===== src/rtl/pts_pkg.sv =====
package pts_pkg;

  typedef enum logic [3:0] {
    S_IDLE,
    S_DRAIN,
    S_FWD_INJECT,
    S_FWD_WAIT,
    S_FWD_CHECK,
    S_FILL,
    S_BUBBLE,
    S_DRAIN_CHECK,
    S_DONE
  } pts_state_e;

  typedef enum logic [1:0] {
    FK_NONE  = 2'd0,
    FK_FWD   = 2'd1,
    FK_REV   = 2'd2,
    FK_STALL = 2'd3
  } pts_fault_e;

endpackage


===== src/rtl/pts_word_gen.sv =====
// Maps a run counter value to a test word: counter bits XOR a mask that is 1
// on every odd bit position; bits above the counter width carry the mask only.
module pts_word_gen #(
  parameter int WIDTH = 16,
  parameter int SEQW  = 5
) (
  input  logic [SEQW-1:0]  seq,
  output logic [WIDTH-1:0] word
);

  for (genvar b = 0; b < WIDTH; b++) begin : g_bit
    if (b < SEQW) begin : g_cnt
      assign word[b] = seq[b] ^ 1'(b % 2);
    end else begin : g_pad
      assign word[b] = 1'(b % 2);
    end
  end

endmodule


===== src/rtl/pts_stall_timer.sv =====
// Counts cycles without progress; expired is raised once LIMIT cycles pass.
module pts_stall_timer #(
  parameter int LIMIT = 64,
  localparam int TW = $clog2(LIMIT + 1)
) (
  input  logic clk,
  input  logic rst_n,
  input  logic clear,
  input  logic run,
  output logic expired
);

  logic [TW-1:0] cnt_q;

  always_ff @(posedge clk) begin
    if (!rst_n) begin
      cnt_q <= '0;
    end else if (clear || !run) begin
      cnt_q <= '0;
    end else if (cnt_q != TW'(LIMIT)) begin
      cnt_q <= cnt_q + 1'b1;
    end
  end

  assign expired = run && (cnt_q == TW'(LIMIT));

endmodule


===== src/rtl/pts_quiet_detect.sv =====
// Raises quiet after QUIET consecutive cycles with busy low.
module pts_quiet_detect #(
  parameter int QUIET = 4,
  localparam int QW = $clog2(QUIET + 1)
) (
  input  logic clk,
  input  logic rst_n,
  input  logic clear,
  input  logic busy,
  output logic quiet
);

  logic [QW-1:0] cnt_q;

  always_ff @(posedge clk) begin
    if (!rst_n) begin
      cnt_q <= '0;
    end else if (clear || busy) begin
      cnt_q <= '0;
    end else if (cnt_q != QW'(QUIET)) begin
      cnt_q <= cnt_q + 1'b1;
    end
  end

  assign quiet = (cnt_q == QW'(QUIET));

endmodule


===== src/rtl/hs_pipe_test_seq.sv =====
module hs_pipe_test_seq
  import pts_pkg::*;
#(
  parameter int DEPTH   = 8,
  parameter int WIDTH   = 16,
  parameter int QUIET   = 4,
  parameter int TIMEOUT = 64,
  localparam int IW = (DEPTH < 3) ? 1 : $clog2(DEPTH),
  localparam int SW = $clog2(DEPTH + 2) + 1
) (
  input  logic             clk,
  input  logic             rst_n,
  input  logic             start,
  output logic             src_valid,
  input  logic             src_ready,
  output logic [WIDTH-1:0] src_data,
  input  logic             snk_valid,
  output logic             snk_ready,
  input  logic [WIDTH-1:0] snk_data,
  output logic             done,
  output logic             pass,
  output logic [1:0]       fault_kind,
  output logic [IW-1:0]    fault_index
);

  localparam logic [IW-1:0] LAST = IW'(DEPTH - 1);

  pts_state_e         st_q, st_d;
  pts_fault_e         fk_d;
  logic [SW-1:0]      seq_q, chk_q;
  logic [IW-1:0]      idx_q, settle_q;
  logic               popped_q, fwd_bad_q;
  logic [WIDTH-1:0]   exp_word;
  logic               push, pop, miss;
  logic               expired, quiet, tmr_run, tmr_clr;
  logic               go;

  // word generators: one for the source side, one for the expected value
  pts_word_gen #(.WIDTH(WIDTH), .SEQW(SW)) u_src_word (
    .seq (seq_q),
    .word(src_data)
  );

  pts_word_gen #(.WIDTH(WIDTH), .SEQW(SW)) u_exp_word (
    .seq (chk_q),
    .word(exp_word)
  );

  assign src_valid = (st_q == S_FWD_INJECT) || (st_q == S_FILL);
  assign snk_ready = (st_q == S_DRAIN) || (st_q == S_FWD_WAIT) ||
                     (st_q == S_DRAIN_CHECK) || ((st_q == S_BUBBLE) && !popped_q);

  assign push = src_valid && src_ready;
  assign pop  = snk_ready && snk_valid;
  assign miss = pop && (snk_data != exp_word);
  assign go   = start && ((st_q == S_IDLE) || (st_q == S_DONE));

  assign tmr_run = (st_q == S_DRAIN) || (st_q == S_FWD_INJECT) || (st_q == S_FWD_WAIT) ||
                   (st_q == S_FILL) || (st_q == S_DRAIN_CHECK) ||
                   ((st_q == S_BUBBLE) && !popped_q);
  assign tmr_clr = (st_d != st_q) || ((push || pop) && (st_q != S_DRAIN));

  pts_stall_timer #(.LIMIT(TIMEOUT)) u_timer (
    .clk    (clk),
    .rst_n  (rst_n),
    .clear  (tmr_clr),
    .run    (tmr_run),
    .expired(expired)
  );

  pts_quiet_detect #(.QUIET(QUIET)) u_quiet (
    .clk  (clk),
    .rst_n(rst_n),
    .clear(st_q != S_DRAIN),
    .busy (snk_valid),
    .quiet(quiet)
  );

  // next state and the fault class recorded on entry to DONE
  always_comb begin
    st_d = st_q;
    fk_d = FK_NONE;
    unique case (st_q)
      S_IDLE, S_DONE: begin
        if (start) st_d = S_DRAIN;
      end
      S_DRAIN: begin
        if (expired) begin
          st_d = S_DONE;
          fk_d = FK_STALL;
        end else if (quiet && !snk_valid) begin
          st_d = S_FWD_INJECT;
        end
      end
      S_FWD_INJECT: begin
        if (expired) begin
          st_d = S_DONE;
          fk_d = FK_STALL;
        end else if (push) begin
          st_d = S_FWD_WAIT;
        end
      end
      S_FWD_WAIT: begin
        if (expired) begin
          st_d = S_DONE;
          fk_d = FK_STALL;
        end else if (pop) begin
          st_d = S_FWD_CHECK;
        end
      end
      S_FWD_CHECK: begin
        if (fwd_bad_q) begin
          st_d = S_DONE;
          fk_d = FK_FWD;
        end else begin
          st_d = S_FILL;
        end
      end
      S_FILL: begin
        if (expired) begin
          st_d = S_DONE;
          fk_d = FK_STALL;
        end else if (push && (idx_q == LAST)) begin
          st_d = S_BUBBLE;
        end
      end
      S_BUBBLE: begin
        if (!popped_q) begin
          if (expired) begin
            st_d = S_DONE;
            fk_d = FK_STALL;
          end else if (miss) begin
            st_d = S_DONE;
            fk_d = FK_REV;
          end
        end else if (settle_q == LAST) begin
          st_d = S_DRAIN_CHECK;
        end
      end
      S_DRAIN_CHECK: begin
        if (expired) begin
          st_d = S_DONE;
          fk_d = FK_STALL;
        end else if (miss) begin
          st_d = S_DONE;
          fk_d = FK_REV;
        end else if (pop && (idx_q == LAST)) begin
          st_d = S_DONE;
        end
      end
      default: st_d = S_IDLE;
    endcase
  end

  always_ff @(posedge clk) begin
    if (!rst_n) begin
      st_q        <= S_IDLE;
      seq_q       <= '0;
      chk_q       <= '0;
      idx_q       <= '0;
      settle_q    <= '0;
      popped_q    <= 1'b0;
      fwd_bad_q   <= 1'b0;
      done        <= 1'b0;
      pass        <= 1'b0;
      fault_kind  <= FK_NONE;
      fault_index <= '0;
    end else begin
      st_q <= st_d;

      if (go) begin
        seq_q       <= SW'(1);
        chk_q       <= SW'(1);
        idx_q       <= '0;
        fwd_bad_q   <= 1'b0;
        done        <= 1'b0;
        pass        <= 1'b0;
        fault_kind  <= FK_NONE;
        fault_index <= '0;
      end

      if (push) seq_q <= seq_q + 1'b1;

      unique case (st_q)
        S_FWD_WAIT: begin
          if (pop) begin
            fwd_bad_q <= miss;
            chk_q     <= chk_q + 1'b1;
          end
        end
        S_FILL: begin
          if (push) begin
            idx_q    <= (idx_q == LAST) ? '0 : idx_q + 1'b1;
            settle_q <= '0;
            popped_q <= 1'b0;
          end
        end
        S_BUBBLE: begin
          if (!popped_q) begin
            if (pop) begin
              popped_q <= 1'b1;
              chk_q    <= chk_q + 1'b1;
            end
          end else begin
            settle_q <= settle_q + 1'b1;
            if (settle_q == LAST) idx_q <= IW'(1);
          end
        end
        S_DRAIN_CHECK: begin
          if (pop && !miss) begin
            chk_q <= chk_q + 1'b1;
            idx_q <= idx_q + 1'b1;
          end
        end
        default: ;
      endcase

      if ((st_d == S_DONE) && (st_q != S_DONE)) begin
        done        <= 1'b1;
        pass        <= (fk_d == FK_NONE);
        fault_kind  <= fk_d;
        fault_index <= idx_q;
      end
    end
  end

endmodule


===== config.mk =====
export PLATFORM = sky130hd
export DESIGN_NAME = hs_pipe_test_seq
export DESIGN_NICKNAME = d
export VERILOG_FILES = /design/src/rtl/pts_pkg.sv /design/src/rtl/pts_word_gen.sv /design/src/rtl/pts_stall_timer.sv /design/src/rtl/pts_quiet_detect.sv /design/src/rtl/hs_pipe_test_seq.sv
export SDC_FILE = /design/constraint.sdc
export NUM_CORES = 1
export LEC_CHECK = 0
export ABC_AREA = 1
export CORE_UTILIZATION = 35
export CTS_CLUSTER_SIZE = 24
export DETAILED_ROUTE_END_ITERATION = 8
export DONT_BUFFER_PORTS = 1
export PLACE_DENSITY_LB_ADDON = 0.2
export SYNTH_ARGS = -nofsm -noshare
export SYNTH_HDL_FRONTEND = slang
export SYNTH_SLANG_ARGS = --single-unit

===== constraint.sdc =====
create_clock -name clk -period 2 [get_ports clk]
set_input_delay 0.4 -clock clk [delete_from_list [all_inputs] [get_ports clk]]
set_output_delay 0.4 -clock clk [all_outputs]
set_load 0.03 [all_outputs]

Word-level counts from Yosys, hierarchy flattened

Cells that the tools add are included.

Bits in registers: 39
Input port bits: 21
Output and inout bits: 25
Word-level logic and storage cells: 141

$add $sub $neg: 6
Equal/unequal tests: 21
Mux-type cells: 55
Bitwise gates (word level): 5
Reduce and logical (&&, ||, !) cells: 41

Operators by type and width:

| operator            | count |
|---|---|
| $mux 4              | 17 |
| $pmux 4 s8          | 1 |
| $mux 3              | 10 |
| $mux 5              | 6 |
| $eq 4x3->1 const B  | 4 |
| $ne 16x16->1        | 1 |
| $pmux 5 s3          | 1 |
| $logic_or 1x1->1    | 14 |
| $logic_and 1x1->1   | 12 |
| $mux 2              | 6 |
| $add 5x1->5 const B | 2 |
| $mux 1              | 10 |
| $add 3x1->3 const B | 3 |
| $eq 3x3->1 const B  | 3 |
| $pmux 3 s3          | 1 |
| $eq 4x2->1 const B  | 2 |
| $eq 4x4->1 const B  | 2 |
| $pmux 2 s4          | 1 |
| $add 7x1->7 const B | 1 |
| $eq 7x7->1 const B  | 1 |
| $ne 7x7->1 const B  | 1 |
| $pmux 3 s2          | 1 |
| $reduce_bool 2->1   | 3 |
| $reduce_or 2->1     | 3 |
| other kinds (14)    | 22 |

Logic depth before layout (Yosys ltp)

Depth after elaboration: 14
Depth in mapped cells: 14
Gate-level depth less buffers: 14

Cells and area by module

A second synthesis with hierarchy kept.

Cell total of the unflattened synthesis: 460
Area total of the unflattened synthesis: 2,874.0 um^2

Modules (own cells, without submodules):

| module           | instances | cells an instance | area each (um^2) | seq. area each (um^2) |
|---|---|---|---|---|
| hs_pipe_test_seq | 1         | 342               | 2,089.5          | 580.6 |
| pts_stall_timer  | 1         | 57                | 374.1            | 140.1 |
| pts_word_gen     | 2         | 18                | 120.1            | 0.0 |
| pts_quiet_detect | 1         | 25                | 170.2            | 60.1 |

Worst setup path after synthesis

OpenSTA, ideal clock, no wires.

Path type: flip-flop to flip-flop
From: register st_q[3]
To: register fault_index[0]
Setup time: 0.069 ns
Arrival time: 1.699 ns
Required time: 1.931 ns
Slack: 0.232 ns
Stages on the path, launching flop included: 13
Path buffers: 0
Clock period less this slack: 1.768 ns
Cells stage by stage: dfxtp_1 -> inv_4 -> nand2_4 -> nor2_4 -> nor2_4 -> nand2_4 -> nand3_2 -> nand2_2 -> o21bai_4 -> nand3_4 -> nand2_8 -> nand3_2 -> a21oi_2

Cells in the longest elaborated chain, start to end: 13
Elaborated cells between the ends (all ways): 50
Those cells by class: eq/ne: 10; mux: 18; reduce/logical: 22

RTL lines:

| what                                               | line                                             | RTL |
|---|---|---|
| from (decl)                                        | hs_pipe_test_seq.sv:28                           | `pts_state_e st_q, st_d;` |
| from (signal assigned)                             | hs_pipe_test_seq.sv:169                          | `st_q <= st_d;` |
| $eq 4x1->1 / $eq 4x2->1 (equally long branches)    | hs_pipe_test_seq.sv:50                           | `assign snk_ready = (st_q == S_DRAIN) \|\| (st_q == S_FWD_WAIT) \|\|` |
| $logic_or 1x1->1 (2 in series)                     | hs_pipe_test_seq.sv:50                           |  |
| $logic_or 1x1->1 *                                 | hs_pipe_test_seq.sv:51                           | `(st_q == S_DRAIN_CHECK) \|\| ((st_q == S_BUBBLE) && !popped_q);` |
| via snk_ready                                      | hs_pipe_test_seq.sv:18                           | `output logic snk_ready,` |
| $logic_and 1x1->1 *                                | hs_pipe_test_seq.sv:54                           | `assign pop = snk_ready && snk_valid;` |
| $logic_and 1x1->1, on equally long branches        | hs_pipe_test_seq.sv:147, hs_pipe_test_seq.sv:55  |  |
| $mux 4, on equally long branches                   | hs_pipe_test_seq.sv:147, hs_pipe_test_seq.sv:132 |  |
| $mux 4, on equally long branches                   | hs_pipe_test_seq.sv:144, hs_pipe_test_seq.sv:129 |  |
| $mux 4, on equally long branches                   | hs_pipe_test_seq.sv:141, hs_pipe_test_seq.sv:128 |  |
| $pmux 4 s8 *                                       | hs_pipe_test_seq.sv:83                           | `unique case (st_q)` |
| $eq 4x4->1 *                                       | hs_pipe_test_seq.sv:218                          | `if ((st_d == S_DONE) && (st_q != S_DONE)) begin` |
| $logic_and 1x1->1 *                                | hs_pipe_test_seq.sv:218                          |  |
| $mux 3 / $reduce_bool 2->1 (equally long branches) | n/a                                              |  |
| to (signal assigned)                               | hs_pipe_test_seq.sv:222                          | `fault_index <= idx_q;` |
| to (decl)                                          | hs_pipe_test_seq.sv:23                           | `output logic [IW-1:0] fault_index` |

Mark *: on every way through the listed nets, which the timed path passes. The rest lies on a longest branch.
A chain may end at the register's enable or synchronous reset.

Worst setup path after layout

From: register st_q[1]
To: register u_timer.cnt_q[4]

Cells in the longest elaborated chain, start to end: 14
Elaborated cells between the ends (all ways): 51
Those cells by class: eq/ne: 10; mux: 17; reduce/logical: 24

RTL lines:

| what                                                         | line                                                                   | RTL |
|---|---|---|
| $eq 4x1->1 (tied with other cells)                           | hs_pipe_test_seq.sv:50, hs_pipe_test_seq.sv:58, hs_pipe_test_seq.sv:83 |  |
| $logic_or 1x1->1, on equally long branches (2 in series)     | hs_pipe_test_seq.sv:50, hs_pipe_test_seq.sv:58                         |  |
| $logic_or 1x1->1, on equally long branches                   | hs_pipe_test_seq.sv:51, hs_pipe_test_seq.sv:58                         |  |
| $logic_and 1x1->1 / $logic_or 1x1->1 (equally long branches) | hs_pipe_test_seq.sv:54, hs_pipe_test_seq.sv:59                         |  |
| $logic_and 1x1->1 (tied with other cells)                    | hs_pipe_test_seq.sv:147                                                | `end else if (pop && (idx_q == LAST)) begin` |
| $mux 4 (tied with other cells)                               | hs_pipe_test_seq.sv:147                                                |  |
| $mux 4, on equally long branches                             | hs_pipe_test_seq.sv:144, hs_pipe_test_seq.sv:129                       |  |
| $mux 4, on equally long branches                             | hs_pipe_test_seq.sv:141, hs_pipe_test_seq.sv:128                       |  |
| $pmux 4 s8                                                   | hs_pipe_test_seq.sv:83                                                 |  |
| $ne 4x4->1                                                   | hs_pipe_test_seq.sv:61                                                 | `assign tmr_clr = (st_d != st_q) \|\| ((push \|\| pop) && (st_q != S_DRAIN));` |
| $logic_or 1x1->1                                             | hs_pipe_test_seq.sv:61                                                 |  |
| $logic_or 1x1->1 *                                           | pts_stall_timer.sv:18                                                  | `end else if (clear \|\| !run) begin` |
| $reduce_or 2->1 (no source line) *                           | n/a                                                                    |  |
| to (signal assigned)                                         | pts_stall_timer.sv:21                                                  | `cnt_q <= cnt_q + 1'b1;` |
| to (decl)                                                    | pts_stall_timer.sv:13                                                  | `logic [TW-1:0] cnt_q;` |

Mark *: on every way between the ends. The rest lies on a longest branch, timed or not.

==> reports/qor.csv <==
stage,metric,value,unit
global_route,grtUsageTotal,0.163,
power,combPwrFrac,0.102,
layout,finalNonFillerCells,508,
die,fp.dieArea,8250,um2
clocking,cts_tree,yes,
timing,hold_viol,0,
setup_path,path_max_fanout,8,
status,status,"finished, final reports clean",
synthesis,syn_area,2760,um2
power,clkPwrFrac,0.414,
run,cap_violations,0,
placement,post-place-cells,493,
power,p_leak,1.31,nW
worst_hold_path,min_path_type,in -> reg,
setup_path,end_kind,register,
synthesis,synth_cell_types,42,
clocking,max-clock-path-buffers,2,
route,drtAntennaViolNets,0,
synthesis,seq_area_frac_synth,0.283,
power,power,0.00163,W
setup_path,setup.worst_path.start,st_q[1],
power,seqPwrFrac,0.484,
route,vias_per_cell,4.76,
setup_path,cp.required,2.23,ns
clocking,insertion_delay,0.30,ns
placement,pre_cts_slack,0.0680,ns
setup_path,worstPathArrival,2.11,ns
synthesis,async_flop_share,0,
power,power_switching,0.000430,W
placement,io_buffers,0,
die,num_io_pins,46,
die,die_w,90.8,um
synthesis,ys.flop_type,dfxtp_1,
placement,dp_hpwl,4930,um
die,start_util,0.359,
placement,place.gp.congestion,0.908,
power,power.internal,0.00120,W
setup_path,rrSetupSlack,0.11,ns
power,power-per-cell-area,519,nW/um2
timing,min_period,1.89,ns
clocking,clock-sinks,39,
setup_path,r2r_start,st_q[1],
clocking,cts_root_buf,clkbuf_8,
power,peakVddDrop,0.223,mV
route,drtIter0Drc,92,
timing,finalMaxSlewViolations,0,
route,post_drt_wl_per_cell,12.7,um
clocking,clk_pin_slew,0.08,ns
placement,placed_area,2940,um2
layout,area_growth,13.8,%
clocking,ctsHoldBuffers,0,
layout,stdcell_area,3140,um2
timing,fin_ws,0.113,ns
setup_path,cpMaxStageDelayCell,dfxtp_2,
synthesis,syn_area_per_cell,7.25,um2
global_route,grt_pass1_vias,2398,
clocking,numCtsBuffers,5,
layout,fin_nets,436,
route,vias,2416,
die,core_area,7690,um2
setup_path,cp_common_cell,nand2_4,
power,switching_share,0.263,
layout,layout_common_cells,"72 x nand2_1, 49 x inv_1, 34 x dfxtp_1, 32 x nor2_1, 25 x buf_4",
synthesis,yosys_warnings,0,
setup_path,timing.rr.end,u_timer.cnt_q[4],
setup_path,start_kind,register,
setup_path,max_stage_delay,0.34,ns
timing,skew,0.00933,ns
setup_path,cp-endpoint,u_timer.cnt_q[4],
synthesis,synth_seq_cells,39,
setup_path,path_class,reg -> reg,
setup_path,path_cells,inv_2 > nor2_4 > buf_4 > nand2_4 > nand2_4 > nor2_4 > nand2_2 > nand2_4 > nand2_4 > o21bai_4 > nand3_4 > nand2_8 > nand2_8 > nor3_4,
synthesis,synthCells,381,
global_route,gr-total-overflow,0,
clocking,htreeDepth,2,
layout,drive_gt1_frac,0.244,
synthesis,synth_edf_count,0,
die,die_y,90.8,um
route,drt_wl_total,6440,um
global_route,antenna_found_initial,0,
route,drt_first_pass_iters,4,
layout,layout_commonest_cell,nand2_1,
setup_path,r2r_cells,14,
timing,fin_crit_sh,0.944,
timing,fmax,0.530,GHz
die,fp-row-count,32,
global_route,grt_pass1_wl,10800,um
global_route,grt_start_max_net_pins,21,
timing,finalSetupViolCount,0,
route,drc,0,
layout,diodes,0,
## cell type report
cell class,instances,area [um2]
fill,817,4550
multi-input combinational,278,1710
sequential,39,787
inverter,56,213
timing repair buffer,25,188
tap,102,128
clock buffer,5,68.8
clock inverter,3,43.8
## worst max-delay path: cells and delay by family (launching register included)
family	cells	cell delay, ns
compound gates	1	0.15
buf+inv	2	0.23
flops	1	0.34
simple gates	11	1.08
## sequential cells by signal, indices dropped and copies added, names as in the netlist
name	flops
fault_kind	2
u_quiet.cnt_q	3
fwd_bad_q	1
u_timer.cnt_q	7
idx_q	3
pass	1
popped_q	1
fault_index	3
st_q	4
chk_q	5
done	1
seq_q	5
settle_q	3
## Yosys cell counts, types with 2 or more instances
cell | n | area, um2
nand2_2 | 7 | 43.8
nand4_1 | 6 | 37.5
xnor2_1 | 5 | 43.8
inv_2 | 6 | 22.5
nand2_1 | 73 | 274
a31oi_1 | 2 | 12.5
nor2_4 | 6 | 67.6
nand2_4 | 7 | 78.8
conb_1 | 2 | 7.51
o21ai_0 | 15 | 75.1
buf_4 | 14 | 105
nor3_1 | 6 | 30.0
a21oi_2 | 7 | 61.3
nor2_1 | 34 | 128
nor3_2 | 7 | 70.1
ha_1 | 10 | 125
nand2_8 | 2 | 40.0
nand3_1 | 24 | 120
o22ai_1 | 2 | 12.5
a211oi_1 | 3 | 22.5
xor2_1 | 7 | 61.3
clkbuf_1 | 2 | 7.51
dfxtp_1 | 39 | 781
a21oi_1 | 20 | 100
nand3_2 | 9 | 90.1
inv_1 | 49 | 184
nand3b_1 | 2 | 15.0
## power groups by stage
| stage | combinational (W) | clock, W | sequential (W) |
|---|---|---|---|
| after global placement | 0.000162 | 0 | 0.000807 |
| final | 0.000167 | 0.000675 | 0.000789 |
| after detailed placement | 0.000162 | 0 | 0.000807 |
| after CTS | 0.000163 | 0.000698 | 0.000789 |
| after global routing | 0.000183 | 0.000726 | 0.000791 |
| after floorplan | 0.000146 | 0 | 0.000807 |
## timing repair
| action | CTS | global route |
|---|---|---|
| buffers inserted | 0 | 7 |
| resized for setup | 0 | 12 |
| setup endpoints to repair | 0 | 18 |
## layer usage
metal | routed length, um | GRT usage | share of wire
met5 | 0 | 0 | 0
met4 | 123 | 0.0529 | 0.019
met3 | 275 | 0.0404 | 0.043
met2 | 3020 | 0.280 | 0.47
met1 | 3020 | 0.197 | 0.47
## per-stage QoR
step                       util  hold WS (ns)  setup TNS [ns]
after CTS                 0.397         0.202               0
after detailed placement  0.382         0.457               0
after global placement    0.382         0.450               0
after global routing      0.409         0.208        -0.00499
final                     0.409         0.208               0
after floorplan               -         0.432               0
## worst min-delay path by stage
stage,cells past startpoint,to,startpoint
CTS,2,st_q[3],rst_n
finish,2,st_q[3],rst_n
detailed placement,2,settle_q[1],settle_q[1]
global route,2,st_q[3],rst_n
floorplan,1,settle_q[0],settle_q[0]
global placement,1,settle_q[0],settle_q[0]
## logic make-up (layout without fill, tap and decap cells)
kind of cell,count (synthesis),count (layout),share of synthesized area
AND/OR/NAND/NOR,191,191,0.388
buffers and inverters,73,89,0.120
AO/OA/AOI/OAI,54,54,0.123
flip-flops,39,39,0.283
XOR/XNOR,12,12,0.0381
adder cells (fa/ha/maj),10,10,0.0453
other,2,11,0.00272
Note: power is estimated with default switching activity, not from simulation.
